==> src/rtl/pwm_da_pkg.sv <==
package pwm_da_pkg;

   typedef enum logic {
      SEL_PERIOD = 1'b0,
      SEL_DUTY   = 1'b1
   } reg_sel_e;

   typedef struct packed {
      logic run;
      logic adv;
      logic center;
   } cnt_ctl_t;

endpackage

==> src/rtl/pwm_da_regs.sv <==
module pwm_da_regs
   import pwm_da_pkg::*;
#(
   parameter int W = 8
) (
   input  logic         clk,
   input  logic         rst_n,
   input  logic         wr_en,
   input  logic         wr_sel,
   input  logic [W-1:0] wr_data,
   input  logic         load,
   output logic [W-1:0] period,
   output logic [W-1:0] duty_sh,
   output logic [W-1:0] duty_act
);

   logic         wr_duty;
   logic         wr_per;
   logic [W-1:0] sh_nxt;

   assign wr_duty = wr_en && (reg_sel_e'(wr_sel) == SEL_DUTY);
   assign wr_per  = wr_en && (reg_sel_e'(wr_sel) == SEL_PERIOD);
   assign sh_nxt  = wr_duty ? wr_data : duty_sh;

   always_ff @(posedge clk or negedge rst_n) begin
      if (!rst_n) begin
         period   <= '0;
         duty_sh  <= '0;
         duty_act <= '0;
      end else begin
         if (wr_per) period <= wr_data;
         duty_sh <= sh_nxt;
         if (load) duty_act <= sh_nxt;
      end
   end

endmodule

==> src/rtl/pwm_da_count.sv <==
module pwm_da_count
   import pwm_da_pkg::*;
#(
   parameter int W         = 8,
   parameter bit CENTER_EN = 1'b1
) (
   input  logic         clk,
   input  logic         rst_n,
   input  cnt_ctl_t     ctl,
   input  logic [W-1:0] period,
   output logic [W-1:0] cnt,
   output logic         up,
   output logic         roll
);

   localparam logic [W-1:0] ONE = W'(1);

   logic center_eff;

   generate
      if (CENTER_EN) begin : g_dual
         assign center_eff = ctl.center;
      end else begin : g_left_only
         logic unused_center;
         assign unused_center = ctl.center;
         assign center_eff    = 1'b0;
      end
   endgenerate

   logic at_top;
   logic at_floor;
   assign at_top   = (cnt >= period);
   assign at_floor = (cnt <= ONE);

   assign roll = ctl.run && ctl.adv &&
                 (center_eff ? (up ? (at_top && (period == '0)) : at_floor)
                             : at_top);

   always_ff @(posedge clk or negedge rst_n) begin
      if (!rst_n) begin
         cnt <= '0;
         up  <= 1'b1;
      end else if (!ctl.run) begin
         cnt <= '0;
         up  <= 1'b1;
      end else if (ctl.adv) begin
         if (!center_eff) begin
            up  <= 1'b1;
            cnt <= at_top ? '0 : cnt + ONE;
         end else if (up) begin
            if (at_top) begin
               if (period == '0) begin
                  cnt <= '0;
               end else begin
                  up  <= 1'b0;
                  cnt <= cnt - ONE;
               end
            end else begin
               cnt <= cnt + ONE;
            end
         end else begin
            if (at_floor) begin
               cnt <= '0;
               up  <= 1'b1;
            end else begin
               cnt <= cnt - ONE;
            end
         end
      end
   end

endmodule

==> src/rtl/pwm_da_shape.sv <==
module pwm_da_shape #(
   parameter int W = 8
) (
   input  logic [W-1:0] cnt,
   input  logic         up,
   input  logic         center,
   input  logic         enable,
   input  logic         polarity,
   input  logic [W-1:0] period,
   input  logic [W-1:0] duty,
   output logic         pwm_o
);

   logic pinned;
   logic full;
   logic cmp;
   logic act;

   assign pinned = &duty;
   assign full   = (duty >= period);

   always_comb begin
      if (!center)  cmp = (cnt <= duty);
      else if (up)  cmp = (cnt < duty);
      else          cmp = (cnt <= duty);
   end

   assign act   = pinned ? 1'b0 : (full ? 1'b1 : cmp);
   assign pwm_o = (enable && act) ? polarity : ~polarity;

endmodule

==> src/rtl/pwm_dual_align.sv <==
module pwm_dual_align
   import pwm_da_pkg::*;
#(
   parameter int W         = 8,
   parameter bit CENTER_EN = 1'b1
) (
   input  logic         clk,
   input  logic         rst_n,
   input  logic         tick,
   input  logic         wait_i,
   input  logic         halt_wait,
   input  logic         center,
   input  logic         enable,
   input  logic         polarity,
   input  logic         wr_en,
   input  logic         wr_sel,
   input  logic [W-1:0] wr_data,
   input  logic         rd_sel,
   output logic [W-1:0] rd_data,
   output logic         pwm_o
);

   generate
      if (W < 2) begin : g_bad_width
         $error("pwm_dual_align: W must be at least 2");
      end
   endgenerate

   cnt_ctl_t     ctl;
   logic [W-1:0] period;
   logic [W-1:0] duty_sh;
   logic [W-1:0] duty_act;
   logic [W-1:0] cnt;
   logic         up;
   logic         roll;
   logic         center_eff;

   assign center_eff = CENTER_EN ? center : 1'b0;
   assign ctl.run    = enable;
   assign ctl.adv    = tick && !(halt_wait && wait_i);
   assign ctl.center = center_eff;

   pwm_da_regs #(.W(W)) u_regs (
      .clk      (clk),
      .rst_n    (rst_n),
      .wr_en    (wr_en),
      .wr_sel   (wr_sel),
      .wr_data  (wr_data),
      .load     (roll || !enable),
      .period   (period),
      .duty_sh  (duty_sh),
      .duty_act (duty_act)
   );

   pwm_da_count #(.W(W), .CENTER_EN(CENTER_EN)) u_count (
      .clk    (clk),
      .rst_n  (rst_n),
      .ctl    (ctl),
      .period (period),
      .cnt    (cnt),
      .up     (up),
      .roll   (roll)
   );

   pwm_da_shape #(.W(W)) u_shape (
      .cnt      (cnt),
      .up       (up),
      .center   (center_eff),
      .enable   (enable),
      .polarity (polarity),
      .period   (period),
      .duty     (duty_act),
      .pwm_o    (pwm_o)
   );

   assign rd_data = (reg_sel_e'(rd_sel) == SEL_DUTY) ? duty_sh : period;

endmodule

==> config.mk <==
export PLATFORM = sky130hd
export DESIGN_NAME = pwm_dual_align
export DESIGN_NICKNAME = d
export VERILOG_FILES = /design/src/rtl/pwm_da_pkg.sv /design/src/rtl/pwm_da_regs.sv /design/src/rtl/pwm_da_count.sv /design/src/rtl/pwm_da_shape.sv /design/src/rtl/pwm_dual_align.sv
export SDC_FILE = /design/constraint.sdc
export NUM_CORES = 1
export LEC_CHECK = 0
export BUFFER_PORTS_ARGS = -buffer_cell sky130_fd_sc_hd__buf_2
export CAP_MARGIN = 20
export CORE_ASPECT_RATIO = 0.7
export CORE_MARGIN = 4
export CORE_UTILIZATION = 45
export DETAILED_ROUTE_END_ITERATION = 7
export GPL_TIMING_DRIVEN = 1
export PLACE_DENSITY_LB_ADDON = 0.2
export SLEW_MARGIN = 20
export SYNTH_ARGS = -nofsm -noshare
export SYNTH_HDL_FRONTEND = slang
export SYNTH_SLANG_ARGS = --single-unit
==> constraint.sdc <==
create_clock -name clk -period 5.62 [get_ports clk]
set_clock_uncertainty 0.1 [all_clocks]
set_input_delay 1.124 -clock clk [delete_from_list [all_inputs] [get_ports clk]]
set_output_delay 1.124 -clock clk [all_outputs]
set_load 0.05 [all_outputs]
==> impl_metrics.json <==
{
  "clockBufferDepth": 2,
  "ys_types": 42,
  "post_drt_wl_per_cell_microns": 15.68,
  "core-area_sq_mm": 0.004808,
  "seq_area_frac_synth_pct": 36.70,
  "whs_ns": 0.4240,
  "cts_buffers": 5,
  "synth_warnings": 0,
  "synth-edff-count": 0,
  "nNetsFinal": 312,
  "cts.sinks": 33,
  "hold_buffers": 0,
  "drive_gt1_share_pct": 18.73,
  "path_depth": 8,
  "nFillCells": 451,
  "routed_wirelength_mm": 5.268,
  "async_flop_share_pct": 100.0,
  "synthFlopType": "dfrtp_1",
  "routed_via_density": 5.512,
  "clk_pin_slew_ns": 0.07,
  "grt_pass1_wl_mm": 8.742,
  "drc": 0,
  "synthCells": 238,
  "area_growth_pct": 13.71,
  "die_height_microns": 67.21,
  "std_cell_rows": 21,
  "setup_tns_ns": 0,
  "path_cells": "ha_1, nor2b_1, o211ai_1, a21oi_1, a211o_1, a31oi_1, xnor2_1, buf_2",
  "worstMarginPinSlew_ns": 1.015,
  "fin_crit_sh_pct": 64.94,
  "path_class": "flip-flop to output port",
  "slowest_delay_ns": 0.52,
  "vias": 1852,
  "dp_hpwl_mm": 3.977,
  "design_area_sq_mm": 0.002562,
  "cap_violations": 0,
  "antenna_found_initial": 0,
  "p_per_area_mw_per_mm2": 391.4,
  "first_iter_violations": 97,
  "status": "completed",
  "htreeDepth": 2,
  "place_inst": 328,
  "rsz0062_at_grt": "no",
  "grt_overflow": 0,
  "fin_cells": 336,
  "post_cts_buffers": 0,
  "io-pin-count": 28,
  "max_freq_ghz": 0.2740,
  "cts.repair.resized": 0,
  "die-area_sq_mm": 0.006222,
  "reg2regPathDepth": 7,
  "cts_tree": "yes",
  "min_path_type": "flip-flop to flip-flop",
  "end_kind": "output port",
  "drv_slew": 0,
  "die_x_microns": 92.58,
  "setup_violations": 0,
  "critPathLaunchType": "flip-flop",
  "cp_max_fo": 10,
  "period_minus_slack_ns": 3.650,
  "n_antenna_cell": 0,
  "grt.total_usage_pct": 18.39,
  "syn_area_sq_mm": 0.002253,
  "power.total_uw": 1003,
  "port_buffers": 27,
  "grt_pass1_vias": 1730,
  "grt_max_degree": 34,
  "initial_utilization_pct": 46.86,
  "antenna_left": 0,
  "synth_nets": 284,
  "r2r_slack_ns": 2.87,
  "critPathTopFamily": "compound AO/OA/AOI/OAI gates",
  "postSynthAreaPerCell_sq_um": 9.468,
  "ys_seq_elements": 33,
  "cts_root_buf": "clkbuf_8",
  "insertion_delay_ns": 0.29,
  "cp_slowest_cell": "dfrtp_1",
  "ir_worst_vdd_mv": 0.2154,
  "leakagePower_uw": 0.001219,
  "crit_arrival_ns": 2.43,
  "gp_congestion": 0.7773,
  "dr.pass1.iters": 4,
  "cp_data_required_time_ns": 4.40,
  "hold-path-cell-count": 1,
  "crit_buf_inv": 1,
  "slew_headroom_pct": 32.22,
  "final_hold_viol_count": 0,
  "placed_area_sq_mm": 0.002442
}
final cells by class:
cell class,instances,area (sq um),area share (%)
Tap cell,69,86.33,3.369
Timing Repair Buffer,27,135.1,5.273
Clock inverter,2,37.54,1.465
Clock buffer,6,82.58,3.223
Inverter,20,75.07,2.930
Multi-Input combinational cell,179,1319,51.46
Sequential cell,33,827.0,32.28
worst paths after layout:
kind,startpoint,to
setup / recovery,u_count.cnt[1],pwm_o
hold / removal,u_regs.duty_sh[5],u_regs.duty_sh[5]
min in group asynchronous,rst_n,u_regs.duty_sh[6]
hold reg to reg,u_regs.duty_sh[5],u_regs.duty_sh[5]
max in group asynchronous,rst_n,u_regs.period[0]
setup reg to reg,u_count.cnt[2],u_regs.duty_act[2]
synthesized netlist by cell type (2+ instances only):
cell	count	area share [%]
ha_1	27	15
o22a_1	5	1.9
o21a_1	3	1.0
or3_1	5	1.4
nor2b_1	3	0.83
a21oi_1	9	2.0
mux2_1	8	4.0
clkbuf_1	3	0.50
a211oi_1	3	1.0
nand2b_1	2	0.56
a31oi_1	3	0.83
nor4_1	3	0.83
o211ai_1	4	1.3
xnor2_1	2	0.78
nor3_1	5	1.1
mux2_2	10	5.0
nand3_1	6	1.3
and3_1	4	1.1
o22ai_1	6	1.7
a211o_1	2	0.78
nor2_1	7	1.2
o21ai_0	17	3.8
dfrtp_1	32	36
nand4_1	6	1.7
inv_1	20	3.3
buf_2	2	0.44
nand2_1	26	4.3
metrics by stage:
| step | setup WS [ns] | utilization [%] |
|---|---|---|
| floorplan | 2.008 | - |
| global placement | 2.296 | 50.79 |
| detailed placement | 2.268 | 50.79 |
| CTS | 1.952 | 53.29 |
| global route | 1.809 | 53.29 |
| finish | 1.970 | 53.29 |
routing by layer:
layer	vias up	wire, microns	global-route usage [%]
li1	932	-	-
met1	873	3000	28.73
met2	43	2006	25.29
met3	4	204	3.786
met4	0	57	5.000
met5	-	0	0
cell usage in the layout (no fill, tap or decap), drive strengths merged, types with 7 or more instances in the layout:
cell,count
dfrtp,32
ha,27
buf,27
nand2,26
inv,20
o21ai,18
mux2,18
a21oi,10
nor2,7
power by group:
part | switching, uW | internal, uW | total, uW
Combinational | 234 | 173 | 408
Clock | 95.7 | 144 | 240
Sequential | 69.4 | 286 | 355
logic make-up (layout without fill, tap and decap cells):
kind of cell / after synthesis / after routing / synth area share, %
buffers and inverters: 26 / 55 / 4.775
AO/OA/AOI/OAI: 62 / 62 / 18.38
AND/OR/NAND/NOR: 70 / 70 / 15.38
multiplexers: 18 / 18 / 8.995
XOR/XNOR: 2 / 2 / 0.7775
flip-flops: 33 / 33 / 36.70
adder cells (fa/ha/maj): 27 / 27 / 14.99
sequential cells by signal, summed over array words and instances (netlist names):
signal,cells
u_count.cnt,8
u_count.up,1
u_regs.duty_act,8
u_regs.duty_sh,8
u_regs.period,8
Note: power is estimated with default switching activity, not from simulation.
